--- src/rtl/codec_cfg_pkg.sv ---
package codec_cfg_pkg;

  localparam logic [6:0] DEV_ADDR    = 7'h34;
  localparam int         NUM_ENTRIES = 5;
  localparam int         FRAME_BYTES = 3;
  localparam int         FRAME_W     = FRAME_BYTES * 8;
  localparam int         SLOTS_PER_BYTE = 9;

  typedef struct packed {
    logic [6:0] reg_addr;
    logic [8:0] value;
  } cfg_entry_t;

  typedef enum logic [1:0] {
    PH_IDLE  = 2'd0,
    PH_START = 2'd1,
    PH_BITS  = 2'd2,
    PH_STOP  = 2'd3
  } phase_t;

  // Power-up table: position in the list is the order of writes
  function automatic cfg_entry_t init_entry(input int idx);
    cfg_entry_t e;
    case (idx)
      0:       e = {7'h0F, 9'h000};   // reset register
      1:       e = {7'h06, 9'h000};   // power control, all blocks on
      2:       e = {7'h04, 9'h014};   // analog routing
      3:       e = {7'h07, 9'h042};   // interface format, master mode
      4:       e = {7'h08, 9'h00E};   // sampling control, 8 kHz
      default: e = {7'h0F, 9'h000};
    endcase
    return e;
  endfunction

  function automatic logic [FRAME_W-1:0] build_frame(input cfg_entry_t e);
    return {DEV_ADDR, 1'b0, e.reg_addr, e.value};
  endfunction

  // Slot 8 of each group of nine is the acknowledge clock
  function automatic logic is_ack_slot(input int slot);
    return (slot % SLOTS_PER_BYTE) == (SLOTS_PER_BYTE - 1);
  endfunction

  // Position of a data slot inside the frame, counted from the MSB
  function automatic int data_index(input int slot);
    return slot - (slot / SLOTS_PER_BYTE);
  endfunction

endpackage

--- src/rtl/codec_cfg_tick.sv ---
module codec_cfg_tick #(
  parameter int DIV = 4
) (
  input  logic clk,
  input  logic rst_n,
  input  logic run,
  output logic tick
);
  localparam int CNT_W = $clog2(DIV + 1);

  logic [CNT_W-1:0] cnt;

  assign tick = run && (cnt == CNT_W'(DIV - 1));

  always_ff @(posedge clk or negedge rst_n) begin
    if (!rst_n) begin
      cnt <= '0;
    end else if (!run || tick) begin
      cnt <= '0;
    end else begin
      cnt <= cnt + CNT_W'(1);
    end
  end
endmodule

--- src/rtl/codec_cfg_rom.sv ---
module codec_cfg_rom
  import codec_cfg_pkg::*;
#(
  parameter int IDX_W = 3
) (
  input  logic [IDX_W-1:0]   idx,
  output logic [FRAME_W-1:0] frame
);
  always_comb begin
    frame = build_frame(init_entry(int'(idx)));
  end
endmodule

--- src/rtl/codec_cfg_shifter.sv ---
module codec_cfg_shifter
  import codec_cfg_pkg::*;
#(
  parameter int BYTES = FRAME_BYTES
) (
  input  logic                 clk,
  input  logic                 rst_n,
  input  logic                 tick,
  input  logic                 go,
  input  logic [BYTES*8-1:0]   frame,
  input  logic                 sda_in,
  output logic                 scl_pull,
  output logic                 sda_pull,
  output logic                 active,
  output logic                 fin,
  output logic                 fin_nack,
  output logic                 ack_slot,
  output logic                 cond_phase
);
  localparam int FW     = BYTES * 8;
  localparam int SLOTS  = BYTES * SLOTS_PER_BYTE;
  localparam int SLOT_W = $clog2(SLOTS);
  localparam int POS_W  = $clog2(FW);

  phase_t            ph;
  logic [1:0]        q;
  logic [SLOT_W-1:0] slot;
  logic              nack_q;
  logic [FW-1:0]     frame_q;
  logic [POS_W-1:0]  bit_pos;
  logic              cur_bit;
  logic              last_slot;

  assign active     = (ph != PH_IDLE);
  assign cond_phase = (ph == PH_START) || (ph == PH_STOP);
  assign ack_slot   = (ph == PH_BITS) && is_ack_slot(int'(slot));
  assign last_slot  = (slot == SLOT_W'(SLOTS - 1));

  always_comb begin
    bit_pos = '0;
    if (!is_ack_slot(int'(slot)))
      bit_pos = POS_W'(FW - 1 - data_index(int'(slot)));
    cur_bit = frame_q[bit_pos];
  end

  // Line requests per quarter-bit phase
  always_comb begin
    scl_pull = 1'b0;
    sda_pull = 1'b0;
    case (ph)
      PH_START: begin
        scl_pull = (q >= 2'd2);
        sda_pull = (q >= 2'd1);
      end
      PH_BITS: begin
        scl_pull = (q == 2'd0) || (q == 2'd3);
        sda_pull = ack_slot ? 1'b0 : !cur_bit;
      end
      PH_STOP: begin
        scl_pull = (q == 2'd0);
        sda_pull = (q != 2'd3);
      end
      default: ;
    endcase
  end

  always_ff @(posedge clk or negedge rst_n) begin
    if (!rst_n) begin
      ph       <= PH_IDLE;
      q        <= '0;
      slot     <= '0;
      nack_q   <= 1'b0;
      frame_q  <= '0;
      fin      <= 1'b0;
      fin_nack <= 1'b0;
    end else begin
      fin      <= 1'b0;
      fin_nack <= 1'b0;
      if (ph == PH_IDLE) begin
        if (go) begin
          ph      <= PH_START;
          q       <= '0;
          slot    <= '0;
          nack_q  <= 1'b0;
          frame_q <= frame;
        end
      end else if (tick) begin
        q <= q + 2'd1;
        case (ph)
          PH_START: if (q == 2'd3) ph <= PH_BITS;
          PH_BITS: begin
            if (q == 2'd2 && ack_slot) nack_q <= sda_in;
            if (q == 2'd3) begin
              if ((ack_slot && nack_q) || last_slot) ph <= PH_STOP;
              else slot <= slot + SLOT_W'(1);
            end
          end
          PH_STOP: if (q == 2'd3) begin
            ph       <= PH_IDLE;
            fin      <= 1'b1;
            fin_nack <= nack_q;
          end
          default: ph <= PH_IDLE;
        endcase
      end
    end
  end
endmodule

--- src/rtl/codec_cfg_master.sv ---
module codec_cfg_master
  import codec_cfg_pkg::*;
#(
  parameter int DIV = 4
) (
  input  logic clk,
  input  logic rst_n,
  input  logic start,
  input  logic sda_in,
  output logic scl_pull,
  output logic sda_pull,
  output logic done,
  output logic error
);
  localparam int N     = NUM_ENTRIES;
  localparam int IDX_W = $clog2(N);

  logic               running;
  logic [IDX_W-1:0]   idx;
  logic               eng_go;
  logic               eng_active;
  logic               eng_fin;
  logic               eng_nack;
  logic               eng_tick;
  logic               ack_slot;
  logic               cond_phase;
  logic               last_entry;
  logic [FRAME_W-1:0] frame;

  assign last_entry = (idx == IDX_W'(N - 1));

  codec_cfg_tick #(.DIV(DIV)) u_tick (
    .clk   (clk),
    .rst_n (rst_n),
    .run   (eng_active),
    .tick  (eng_tick)
  );

  codec_cfg_rom #(.IDX_W(IDX_W)) u_rom (
    .idx   (idx),
    .frame (frame)
  );

  codec_cfg_shifter #(.BYTES(FRAME_BYTES)) u_shift (
    .clk        (clk),
    .rst_n      (rst_n),
    .tick       (eng_tick),
    .go         (eng_go),
    .frame      (frame),
    .sda_in     (sda_in),
    .scl_pull   (scl_pull),
    .sda_pull   (sda_pull),
    .active     (eng_active),
    .fin        (eng_fin),
    .fin_nack   (eng_nack),
    .ack_slot   (ack_slot),
    .cond_phase (cond_phase)
  );

  always_ff @(posedge clk or negedge rst_n) begin
    if (!rst_n) begin
      running <= 1'b0;
      idx     <= '0;
      eng_go  <= 1'b0;
      done    <= 1'b0;
      error   <= 1'b0;
    end else begin
      eng_go <= 1'b0;
      if (!running) begin
        if (start) begin
          running <= 1'b1;
          idx     <= '0;
          eng_go  <= 1'b1;
          done    <= 1'b0;
          error   <= 1'b0;
        end
      end else if (eng_fin) begin
        if (eng_nack) begin
          running <= 1'b0;
          error   <= 1'b1;
        end else if (last_entry) begin
          running <= 1'b0;
          done    <= 1'b1;
        end else begin
          idx    <= idx + IDX_W'(1);
          eng_go <= 1'b1;
        end
      end
    end
  end
endmodule

--- config.mk ---
export PLATFORM = sky130hd
export DESIGN_NAME = codec_cfg_master
export DESIGN_NICKNAME = d
export VERILOG_FILES = /design/src/rtl/codec_cfg_pkg.sv /design/src/rtl/codec_cfg_tick.sv /design/src/rtl/codec_cfg_rom.sv /design/src/rtl/codec_cfg_shifter.sv /design/src/rtl/codec_cfg_master.sv
export SDC_FILE = /design/constraint.sdc
export NUM_CORES = 1
export LEC_CHECK = 0
export BUFFER_PORTS_ARGS = -buffer_cell sky130_fd_sc_hd__buf_2
export CORE_UTILIZATION = 67
export CTS_CLUSTER_DIAMETER = 30
export CTS_CLUSTER_SIZE = 14
export DETAILED_ROUTE_END_ITERATION = 8
export GPL_ROUTABILITY_DRIVEN = 0
export PLACE_DENSITY = 0.85
export SETUP_SLACK_MARGIN = 0.02
export SYNTH_ARGS = -nofsm -noshare
export SYNTH_HDL_FRONTEND = slang
export SYNTH_SLANG_ARGS = --single-unit
--- constraint.sdc ---
create_clock -name clk -period 11.7 [get_ports clk]
set_input_delay 1.755 -clock clk [delete_from_list [all_inputs] [get_ports clk]]
set_output_delay 1.755 -clock clk [all_outputs]
set_load 0.1 [all_outputs]
# After elaboration in Yosys (flattened, before gate mapping)
# Cells that the tools add are included.
# word_totals
elab_cells	131
inputBits	4
ff_bits	39
out_inout_bits	4
# classes
n_eq_ne	24
mux	58
n_addsub	6
n_div	2
reduce_logical	25
n_lt_le_gt_ge	3
# ops
op	n
13-bit one-hot mux with 4 select lines	1
5-bit 2-to-1 mux	7
6-bit by 5-bit divider with 32-bit output, second input constant	1
32-bit by 5-bit == test with 1-bit output, second input constant	1
6-bit by 5-bit remainder unit with 32-bit output, second input constant	1
1-bit 2-to-1 mux	30
2-bit 2-to-1 mux	10
3-bit 2-to-1 mux	6
3-bit inequality test, second input constant	4
4-bit AND reduction	3
2-bit nonzero test	6
3-bit by 2-bit == test with 1-bit output, second input constant	3
2-bit == test, second input constant	4
2-bit by 1-bit inequality test with 1-bit output, second input constant	4
2-bit inequality test, second input constant	4
3-bit by 1-bit adder with 3-bit output, second input constant	2
5-bit by 6-bit less-than comparator with 1-bit output, second input constant	1
1-bit one-hot mux with 3 select lines	2
2-bit one-hot mux with 3 select lines	1
6-bit AND reduction	1
5-bit by 1-bit adder with 5-bit output, second input constant	1
1-bit binary-select mux with 5-bit select	1
5-bit == test, second input constant	1
5-bit AND reduction	1
14 further kinds	22

# Logic depth before layout (Yosys ltp)
# Gate-level depths: netlist (run 1).
# logic_depth
ltp_word	10
depth_mapped	21
mapped_depth_nobuf	20

# By module
# A second synthesis (run 1) with hierarchy kept.
# unflattened
hier_cells	291
hier_area_um2	3146.8
# modules_own_cells
mod	seq_area_each_um2	cells_each	instances	area_each_um2
codec_cfg_shifter	900.9	215	1	2451.1
codec_cfg_master	175.2	37	1	354.1
codec_cfg_rom	0.0	29	1	206.4
codec_cfg_tick	75.1	10	1	135.1

# Least setup slack after synthesis (run 1)
# Ideal clock, no wire load.
# synth_timing
path_type	register to output
startpoint	register u_shift.slot[3]
endpoint	output sda_pull
setup_slack_ps	4171
arrival_ps	5774
required_time_ps	9945
path_stages_with_launch	22
n_path_buf	1
path_cell_list	dfrtp_1 -> buf_1 -> inv_1 -> ha_1 -> o21ai_0 -> and3_1 -> inv_1 -> ha_1 -> ha_1 -> inv_1 -> nor3_1 -> o21ai_0 -> ha_1 -> ha_1 -> fa_1 -> xnor2_1 -> mux2i_1 -> o21ai_0 -> a31o_2 -> a21oi_1 -> o211ai_1 -> a31oi_1
# synth_via
elab_chain_cells	9
elab_cells_between_ends	12
cone_classes	add/sub: 2; div: 2; eq/ne: 1; mux: 5; reduce/logical: 2
# synth_rtl
element	line_no	source
start: declaration	codec_cfg_shifter.sv:27	logic [SLOT_W-1:0] slot;
start signal: assignment	codec_cfg_shifter.sv:95	else slot <= slot + SLOT_W'(1);
6-bit by 5-bit divider with 32-bit output	codec_cfg_pkg.sv:46	return slot - (slot / SLOTS_PER_BYTE);
5-bit subtractor	codec_cfg_pkg.sv:46	
5-bit subtractor	codec_cfg_shifter.sv:42	bit_pos = POS_W'(FW - 1 - data_index(int'(slot)));
5-bit 2-to-1 mux	codec_cfg_shifter.sv:41	if (!is_ack_slot(int'(slot)))
1-bit binary-select mux with 5-bit select	codec_cfg_shifter.sv:43	cur_bit = frame_q[bit_pos];
1-bit 2-to-1 mux (implied by the code)	codec_cfg_shifter.sv:43	
1-bit zero test	codec_cfg_shifter.sv:57	sda_pull = ack_slot ? 1'b0 : !cur_bit;
1-bit 2-to-1 mux *	codec_cfg_shifter.sv:57	
1-bit one-hot mux with 3 select lines *	codec_cfg_shifter.sv:50	case (ph)
end: declaration	codec_cfg_master.sv:11	output logic sda_pull,
# Every way passes the cells marked *; elsewhere a longest branch is shown, timed or not. The select of a mux whose other input is x is not followed.

# Final worst setup path (run 1)
# layout_timing
startpoint	register u_shift.slot[2]
endpoint	output sda_pull
# Same word-level chain as after synthesis.

==> impl_metrics.yaml, run 1 <==
run:
  maxCapViolCount: 0
synthesis:
  ys_top_cells_by_area: "dfrtp_1, ha_1, o21ai_0"
  ys_async_sr_fraction: 1.00
  avgSynthCellArea_um2: 9.15
  synth_compound_area_frac: 0.204
  synthesis.nets: 293
  syn-cell-area_um2: 2350
  synth.largest_area_cell: "dfrtp_1"
  synth_cell_type_count: 50
  ys_warn_count: 0
  synth-simple-area-share: 0.188
  syn_inst: 257
  synthMuxAreaShare: 0.0266
  yosys-top-cells-count: "dfrtp_1, ha_1, inv_1, o21ai_0, nand2_1"
  synth_top_family_by_area: "compound AO/OA/AOI/OAI gates"
  yosysTopAreaCellShare: 0.341
  yosysSeqAreaShare: 0.341
  synthXorXnorAreaFrac: 0.0186
  synth_edf_count: 0
  synth_adder_area_share: 0.173
  synthFlopType: "dfrtp_1"
  yosysMostFrequentCell: "dfrtp_1"
  synth_seq_cells: 32
drt:
  drtPass1Iterations: 4
  drc: 0
  drt-total-wl_mm: 4.72
  dr_total_vias: 1902
  drt_iter0_drc: 93
  viasPerCell: 6.10
  wire_per_inst_um: 15.1
  antenna_left: 0
clocking:
  holdBufCountCts: 0
  cts_buffer_depth: 2
  clock-sinks: 32
  cts_htree_levels: 2
  cts-buffers-inserted: 5
  clk_latency_ps: 340
  post-cts-setup-buffer-count: 0
  clk_pin_slew_ps: 100
  root_buffer: "clkbuf_4"
  cts.repair.resized: 0
  cts_tree: "built"
timing:
  worst_slew_pin_slew_ps: 693
  skew_ps: 8.31
  setup_viol_count_final: 0
  fin_crit_ps: 7420
  post-route-period-util: 0.634
  setup_slack_ps: 4280
  holdWs_ps: 443
  tns_ps: 0
  max_freq_mhz: 135
  rsz0062_at_grt: "false"
  drv_slew: 0
  max-slew-margin-rel: 0.538
  hold_viol: 0
power_and_ir_drop:
  ir_drop_uv: 76.8
  finalPower_uw: 206
  powerDensity_nw_per_um2: 82.7
  p_leak_nw: 1.13
critical_path:
  crit_arrival_ps: 5660
  critPathKind: "reg2out"
  crit_chain: "inv_1, ha_1, o21ai_0, and3_1, inv_1, ha_1, ha_1, inv_1, nor3_1, o21ai_0, ha_1, ha_1, fa_1, xnor2_1, mux2i_1, o21ai_0, a31o_2, a21oi_1, o211ai_1, a31oi_1, buf_2"
  rr_worst_depth: 16
  required_ps: 9950
  crit_end: "sda_pull"
  critPathMaxFanout: 11
  crit_path_top_delay_cell: "dfrtp_1"
  cp_num_cells: 21
  timing.critical_path.buf_inv: 4
  r2r-end: "u_shift.ph[1]"
  path_common_cell: "ha_1"
  cp-start-kind: "flip-flop"
  worstSetupEndpointType: "primary output"
  critPathMaxStageDelay_ps: 540
  cp_top_family: "adder cells"
  r2r-start: "u_shift.slot[2]"
  setup.worst_path.start: "u_shift.slot[2]"
  reg2reg_slack_ps: 7390
floorplanning:
  die_h_um: 61.2
  ios: 8
  dieArea_um2: 3750
  initial_core_util: 0.705
  core_area_um2: 3340
  die_w_um: 61.2
  fp-row-count: 21
placement:
  io_buffers: 7
  dp_hpwl_mm: 3.46
  dp_slack_ps: 4730
  placed_area_um2: 2410
  dpl.cell_count: 304
grt:
  grt_overflow: 0
  grt_use_total: 0.286
  grt_pass1_wl_mm: 7.76
  grt_pass1_vias: 1707
  grt_start_max_net_pins: 33
  antenna_found_initial: 0
hold_path:
  hold_path.class: "reg2reg"
cells_and_area:
  final_util: 0.746
  area_growth_pct: 5.91
  antenna_cells: 0
  nNetsFinal: 301
  final_cells: 312
  stdcell_area_um2: 2490
  drive_gt1_frac: 0.0827
run_status:
  status: "completed"
==> cells by family (layout without fill, tap and decap cells) <==
| kind of cell | Yosys count | in the layout |
|---|---|---|
| buffers and inverters | 28 | 37 |
| AOI/OAI and AO/OA | 69 | 69 |
| xor gates and xnor gates | 5 | 5 |
| muxes | 6 | 6 |
| and+or+nand+nor | 85 | 85 |
| DFF | 32 | 32 |
| adders and majority gates | 32 | 32 |
==> layer usage <==
metal	GRT usage	vias to the layer above	share of wire
met5	0	-	0
met4	0.123	0	0.021
met3	0.0567	11	0.053
met2	0.472	56	0.49
met1	0.366	896	0.44
li1	-	939	-
==> report_power, final <==
part,switching [mW],internal [mW]
Sequential,0.00148,0.112
Clock,0.0383,0.0448
Combinational,0.00661,0.00331
==> worst min path at each step <==
stage	start	to	slack, ps	cells past startpoint
finish	u_tick.cnt[0]	u_tick.cnt[0]	440	1
global route	u_tick.cnt[0]	u_tick.cnt[0]	450	1
CTS	u_tick.cnt[0]	u_tick.cnt[0]	450	1
detailed placement	u_tick.cnt[0]	u_tick.cnt[0]	430	1
global placement	u_tick.cnt[0]	u_tick.cnt[0]	420	1
floorplan	u_tick.cnt[0]	u_tick.cnt[0]	410	1
==> state kept, by name, indices dropped and copies added, names as in the netlist, 2 cells and up <==
name,cells
idx,3
u_shift.frame_q,10
u_shift.ph,2
u_shift.q,2
u_shift.slot,5
u_tick.cnt,3
==> worst register-to-register path, delay by kind of cell (launching register included) <==
family / cells / cell delay (ps)
compound gates: 5 / 1270
buf+inv: 3 / 310
simple gates: 3 / 630
mux: 1 / 330
fa+ha+maj: 4 / 1140
flops: 1 / 540
==> cells in the final DEF (no fill, tap or decap), types with 3 or more instances in the layout <==
cell type | netlist | routed
dfrtp_1 | 32 | 32
ha_1 | 31 | 31
inv_1 | 22 | 22
o21ai_0 | 21 | 21
nand2_1 | 20 | 20
nor2_1 | 14 | 14
a21oi_1 | 12 | 12
nor3_1 | 11 | 11
nand3_1 | 10 | 10
a31oi_1 | 8 | 8
buf_2 | 0 | 7
nand2b_1 | 6 | 6
nor2b_1 | 5 | 5
nand4_1 | 5 | 5
clkbuf_4 | 0 | 5
xnor2_1 | 4 | 4
mux2i_1 | 4 | 4
o22ai_1 | 4 | 4
o211ai_1 | 3 | 3
and3_1 | 3 | 3
and2_1 | 3 | 3
==> cell type report <==
cell class	instances	area, um2
multi-input cells	197	1440
clock buffers	6	41.3
flip-flops and latches	32	801
fillers	254	847
well taps	46	57.6
inverters	22	82.6
clock inverters	2	35.0
repair buffers	7	35.0
No activity file was read; power rests on OpenSTA's default activity.
==> run 2: changes to the inputs <==
Settings changed: CORE_UTILIZATION 67 to 56, PLACE_DENSITY 0.85 to 0.76.
Clock period 11.7 ns to 6.8 ns, I/O delays scaled along.
==> impl_metrics.yaml, run 2 (synthesis results as in run 1) <==
cells_and_area:
  regMostFlops: "u_shift.frame_q"
  layout_common_cells: "ha_1, dfrtp_1, inv_1"
  largest_register_ffs: 10
  area_growth_pct: 8.67
  reg_top3: "u_shift.frame_q x10, u_shift.slot x5"
  fill_cells: 335
  drive_gt1_frac: 0.101
  final_util: 0.634
  nNetsFinal: 302
  antenna_cells: 0
  final_cells: 317
grt:
  grt_start_max_net_pins: 33
  antenna_found_initial: 0
  grt_overflow: 0
  grt_pass1_vias: 1711
  grt_pass1_wl_mm: 7.52
  grt_use_total: 0.231
run:
  maxCapViolCount: 0
power_and_ir_drop:
  p_leak_nw: 1.15
  powerDensity_nw_per_um2: 154
  ir_drop_uv: 161
  finalPower_uw: 393
drt:
  wire_per_inst_um: 14.5
  drtPass1Iterations: 4
  viasPerCell: 5.89
  antenna_left: 0
  dr_total_vias: 1868
  drt-total-wl_mm: 4.59
  drc: 0
  drt_iter0_drc: 104
timing:
  max_freq_mhz: 159
  tns_ps: 0
  drv_slew: 0
  hold_viol: 0
  fin_crit_ps: 6290
  rsz0062_at_grt: "false"
  post-route-period-util: 0.925
  max-slew-margin-rel: 0.535
  skew_ps: 6.13
  setup_viol_count_final: 0
  setup_slack_ps: 508
  worst_slew_pin_slew_ps: 698
critical_path:
  reg2reg_slack_ps: 2740
  worstSetupEndpointType: "primary output"
  critPathKind: "reg2out"
  cp-start-kind: "flip-flop"
  crit_arrival_ps: 5270
  critPathMaxFanout: 11
  required_ps: 5780
clocking:
  clock-sinks: 32
  cts_tree: "built"
  clk_pin_slew_ps: 70
  root_buffer: "clkbuf_8"
  post-cts-setup-buffer-count: 0
  cts_htree_levels: 2
  cts-buffers-inserted: 5
  clk_latency_ps: 290
  cts_buffer_depth: 2
floorplanning:
  ios: 8
  die_w_um: 66.8
  initial_core_util: 0.584
  dieArea_um2: 4460
  die_h_um: 66.8
  core_area_um2: 4030
  fp-row-count: 23
placement:
  dp_slack_ps: 591
  dp_hpwl_mm: 3.37
  io_buffers: 7
  dpl.cell_count: 309
run_status:
  status: "completed"
hold_path:
  hold_path.class: "reg2reg"
run 2: metal layers:
layer,global-route usage,up-vias,share of wire
li1,-,941,-
met2,0.378,43,0.47
met5,0,-,0
met3,0.0342,8,0.044
met1,0.294,876,0.47
met4,0.114,0,0.020
run 2: cell type report:
cell class,instances,area (um2),area share
Multi-Input combinational cell,197,1450,0.568
Sequential cell,32,802,0.314
Inverter,22,82.6,0.0323
Clock buffer,5,68.8,0.0269
Tap cell,50,62.6,0.0245
Timing Repair Buffer,8,45.0,0.0176
Clock inverter,3,42.5,0.0167
run 2: worst paths after layout:
path	startpoint	end	depth (start not counted)
max	u_shift.slot[2]	sda_pull	21
max in group asynchronous	rst_n	u_shift.slot[2]	1
min reg2reg	u_tick.cnt[0]	u_tick.cnt[0]	1
min	u_tick.cnt[0]	u_tick.cnt[0]	1
max reg2reg	u_shift.slot[2]	u_shift.ph[1]	16
min in group asynchronous	rst_n	u_shift.ph[0]	1
run 2: where the power goes:
group / total, mW / internal, mW / switching, mW / leakage, nW
combinational: 0.0174 / 0.00581 / 0.0116 / 0.700
clock: 0.181 / 0.108 / 0.0726 / 0.0541
sequential: 0.194 / 0.192 / 0.00229 / 0.396
total: 0.393 / 0.306 / 0.0865 / 1.15
run 2: what timing repair did:
item,in CTS,in global routing
endpoints found under the setup margin,0,1
hold buffers,0,0
gates resized for setup,0,3
run 2: worst max-delay path: stages (launching register included):
cell	delay (ps)
dfrtp_2	470
inv_1	140
ha_1	230
o21ai_0	350
and3_1	240
inv_1	50
ha_1	340
ha_1	200
inv_1	70
nor3_1	210
o21ai_0	150
ha_1	210
ha_1	210
fa_1	410
xnor2_2	310
mux2i_1	210
o21ai_0	80
a31o_2	240
a21oi_1	140
o211ai_1	110
a31oi_2	230
clkbuf_4	360
run 2: stage by stage:
step	hold slack (ps)	instance area [um2]
global route	455	2550
detailed placement	431	2430
floorplan	408	2360
finish	436	2550
CTS	440	2540
global placement	424	2430
==> run 3: changes to the inputs <==
==> constraint.sdc (replaced) <==
create_clock -name clk -period 6.8 [get_ports clk]
set_input_delay 0.68 -clock clk [delete_from_list [all_inputs] [get_ports clk]]
set_output_delay 0.68 -clock clk [all_outputs]
set_load 0.1 [all_outputs]
==> impl_metrics.yaml, run 3 (synthesis results as in run 1) <==
run_status:
  status: "completed"
timing:
  max_freq_mhz: 160
  skew_ps: 4.85
  hold_viol: 0
  drv_slew: 0
  setup_viol_count_final: 0
  max-slew-margin-rel: 0.525
  tns_ps: 0
  worst_slew_pin_slew_ps: 713
  rsz0062_at_grt: "false"
  post-route-period-util: 0.920
  fin_crit_ps: 6250
critical_path:
  critPathMaxStageDelay_ps: 520
  required_ps: 6120
  path_common_cell: "ha_1"
  crit_chain: "inv_1, ha_1, o21ai_0, and3_1, inv_1, ha_1, ha_1, inv_1, nor3_1, o21ai_0, ha_1, ha_1, fa_1, xnor2_1, mux2i_1, o21ai_0, a31o_2, a21oi_1, o211ai_1, a31oi_1, buf_2"
  r2r-start: "u_shift.slot[2]"
  crit_path_top_delay_cell: "dfrtp_1"
  crit_arrival_ps: 5570
  worstSetupEndpointType: "primary output"
  reg2reg_slack_ps: 2610
  r2r-end: "u_shift.ph[1]"
  setup.worst_path.start: "u_shift.slot[2]"
  cp-start-kind: "flip-flop"
  rr_worst_depth: 16
  critPathMaxFanout: 11
  critPathKind: "reg2out"
  crit_end: "sda_pull"
floorplanning:
  die_h_um: 66.8
  initial_core_util: 0.584
  die_w_um: 66.8
  ios: 8
  fp-row-count: 23
  dieArea_um2: 4460
  core_area_um2: 4030
drt:
  drtPass1Iterations: 4
  wire_per_inst_um: 15.0
  drt-total-wl_mm: 4.74
  drt_iter0_drc: 91
  dr_total_vias: 1875
  antenna_left: 0
  viasPerCell: 5.93
  drc: 0
grt:
  grt_overflow: 0
  grt_use_total: 0.241
  grt_pass1_wl_mm: 7.98
  antenna_found_initial: 0
  grt_start_max_net_pins: 33
  grt_pass1_vias: 1767
clocking:
  cts.repair.resized: 0
  clk_pin_slew_ps: 70
  clock-sinks: 32
  cts_htree_levels: 2
  root_buffer: "clkbuf_8"
  post-cts-setup-buffer-count: 0
  holdBufCountCts: 0
  cts-buffers-inserted: 5
  clk_latency_ps: 290
  cts_buffer_depth: 2
  cts_tree: "built"
cells_and_area:
  stdcell_area_um2: 2530
  final_common_cell: "dfrtp_1"
  nNetsFinal: 301
  largest_register_ffs: 10
  reg_top3: "u_shift.frame_q x10, u_shift.slot x5"
  fill_cells: 349
  area_growth_pct: 7.45
  drive_gt1_frac: 0.0827
  regMostFlops: "u_shift.frame_q"
  layout_common_cells: "dfrtp_1, ha_1, inv_1"
  antenna_cells: 0
power_and_ir_drop:
  p_leak_nw: 1.15
  ir_drop_uv: 192
  powerDensity_nw_per_um2: 155
  finalPower_uw: 392
run:
  maxCapViolCount: 0
placement:
  dp_hpwl_mm: 3.41
  placed_area_um2: 2420
  io_buffers: 7
hold_path:
  hold_path.class: "in2async"
-- run 3: cell type report --
class | count | area [um2] | share of cell area
multi-input cells | 197 | 1440 | 0.569
flip-flops and latches | 32 | 801 | 0.317
inverters | 22 | 82.6 | 0.0327
clock buffers | 6 | 72.6 | 0.0287
well taps | 50 | 62.6 | 0.0248
clock inverters | 2 | 35.0 | 0.0139
repair buffers | 7 | 35.0 | 0.0139
-- run 3: metrics by stage --
step,worst slack (ps),std cells,hold slack (ps),util
detailed placement,907,308,443,0.600
global placement,1090,308,426,0.600
finish,545,316,440,0.627
global route,83.4,316,472,0.627
CTS,570,316,454,0.627
floorplan,346,257,384,-
-- run 3: worst min-delay path by stage --
stage / end / slack, ps / depth (start not counted)
after floorplan: done / 380 / 0
after global placement: u_tick.cnt[0] / 430 / 1
after detailed placement: u_tick.cnt[0] / 440 / 1
after CTS: u_tick.cnt[0] / 450 / 1
after global routing: u_tick.cnt[0] / 470 / 1
final: u_shift.frame_q[2] / 440 / 1
-- run 3: layer usage --
metal  global-route usage  vias to the layer above  part of all wire
li1                     -                      940                 -
met1                0.314                      887              0.47
met2                0.395                       38              0.47
met3               0.0479                       10             0.042
met4               0.0851                        0             0.016
met5                    0                        -                 0
-- run 3: power by group --
part	leakage (nW)	internal, mW	switching (mW)	total, mW
clock	0.0552	0.109	0.0714	0.180
combinational	0.695	0.00584	0.0116	0.0174
sequential	0.398	0.192	0.00229	0.194
-- run 3: worst max-delay path, delay by kind of cell (launching register included) --
family | cells | cell delay (ps)
muxes | 1 | 220
adders and majority gates | 6 | 1590
xor gates and xnor gates | 1 | 410
and+or+nand+nor | 2 | 470
DFF | 1 | 520
AOI/OAI and AO/OA | 7 | 1290
buffers and inverters | 4 | 760
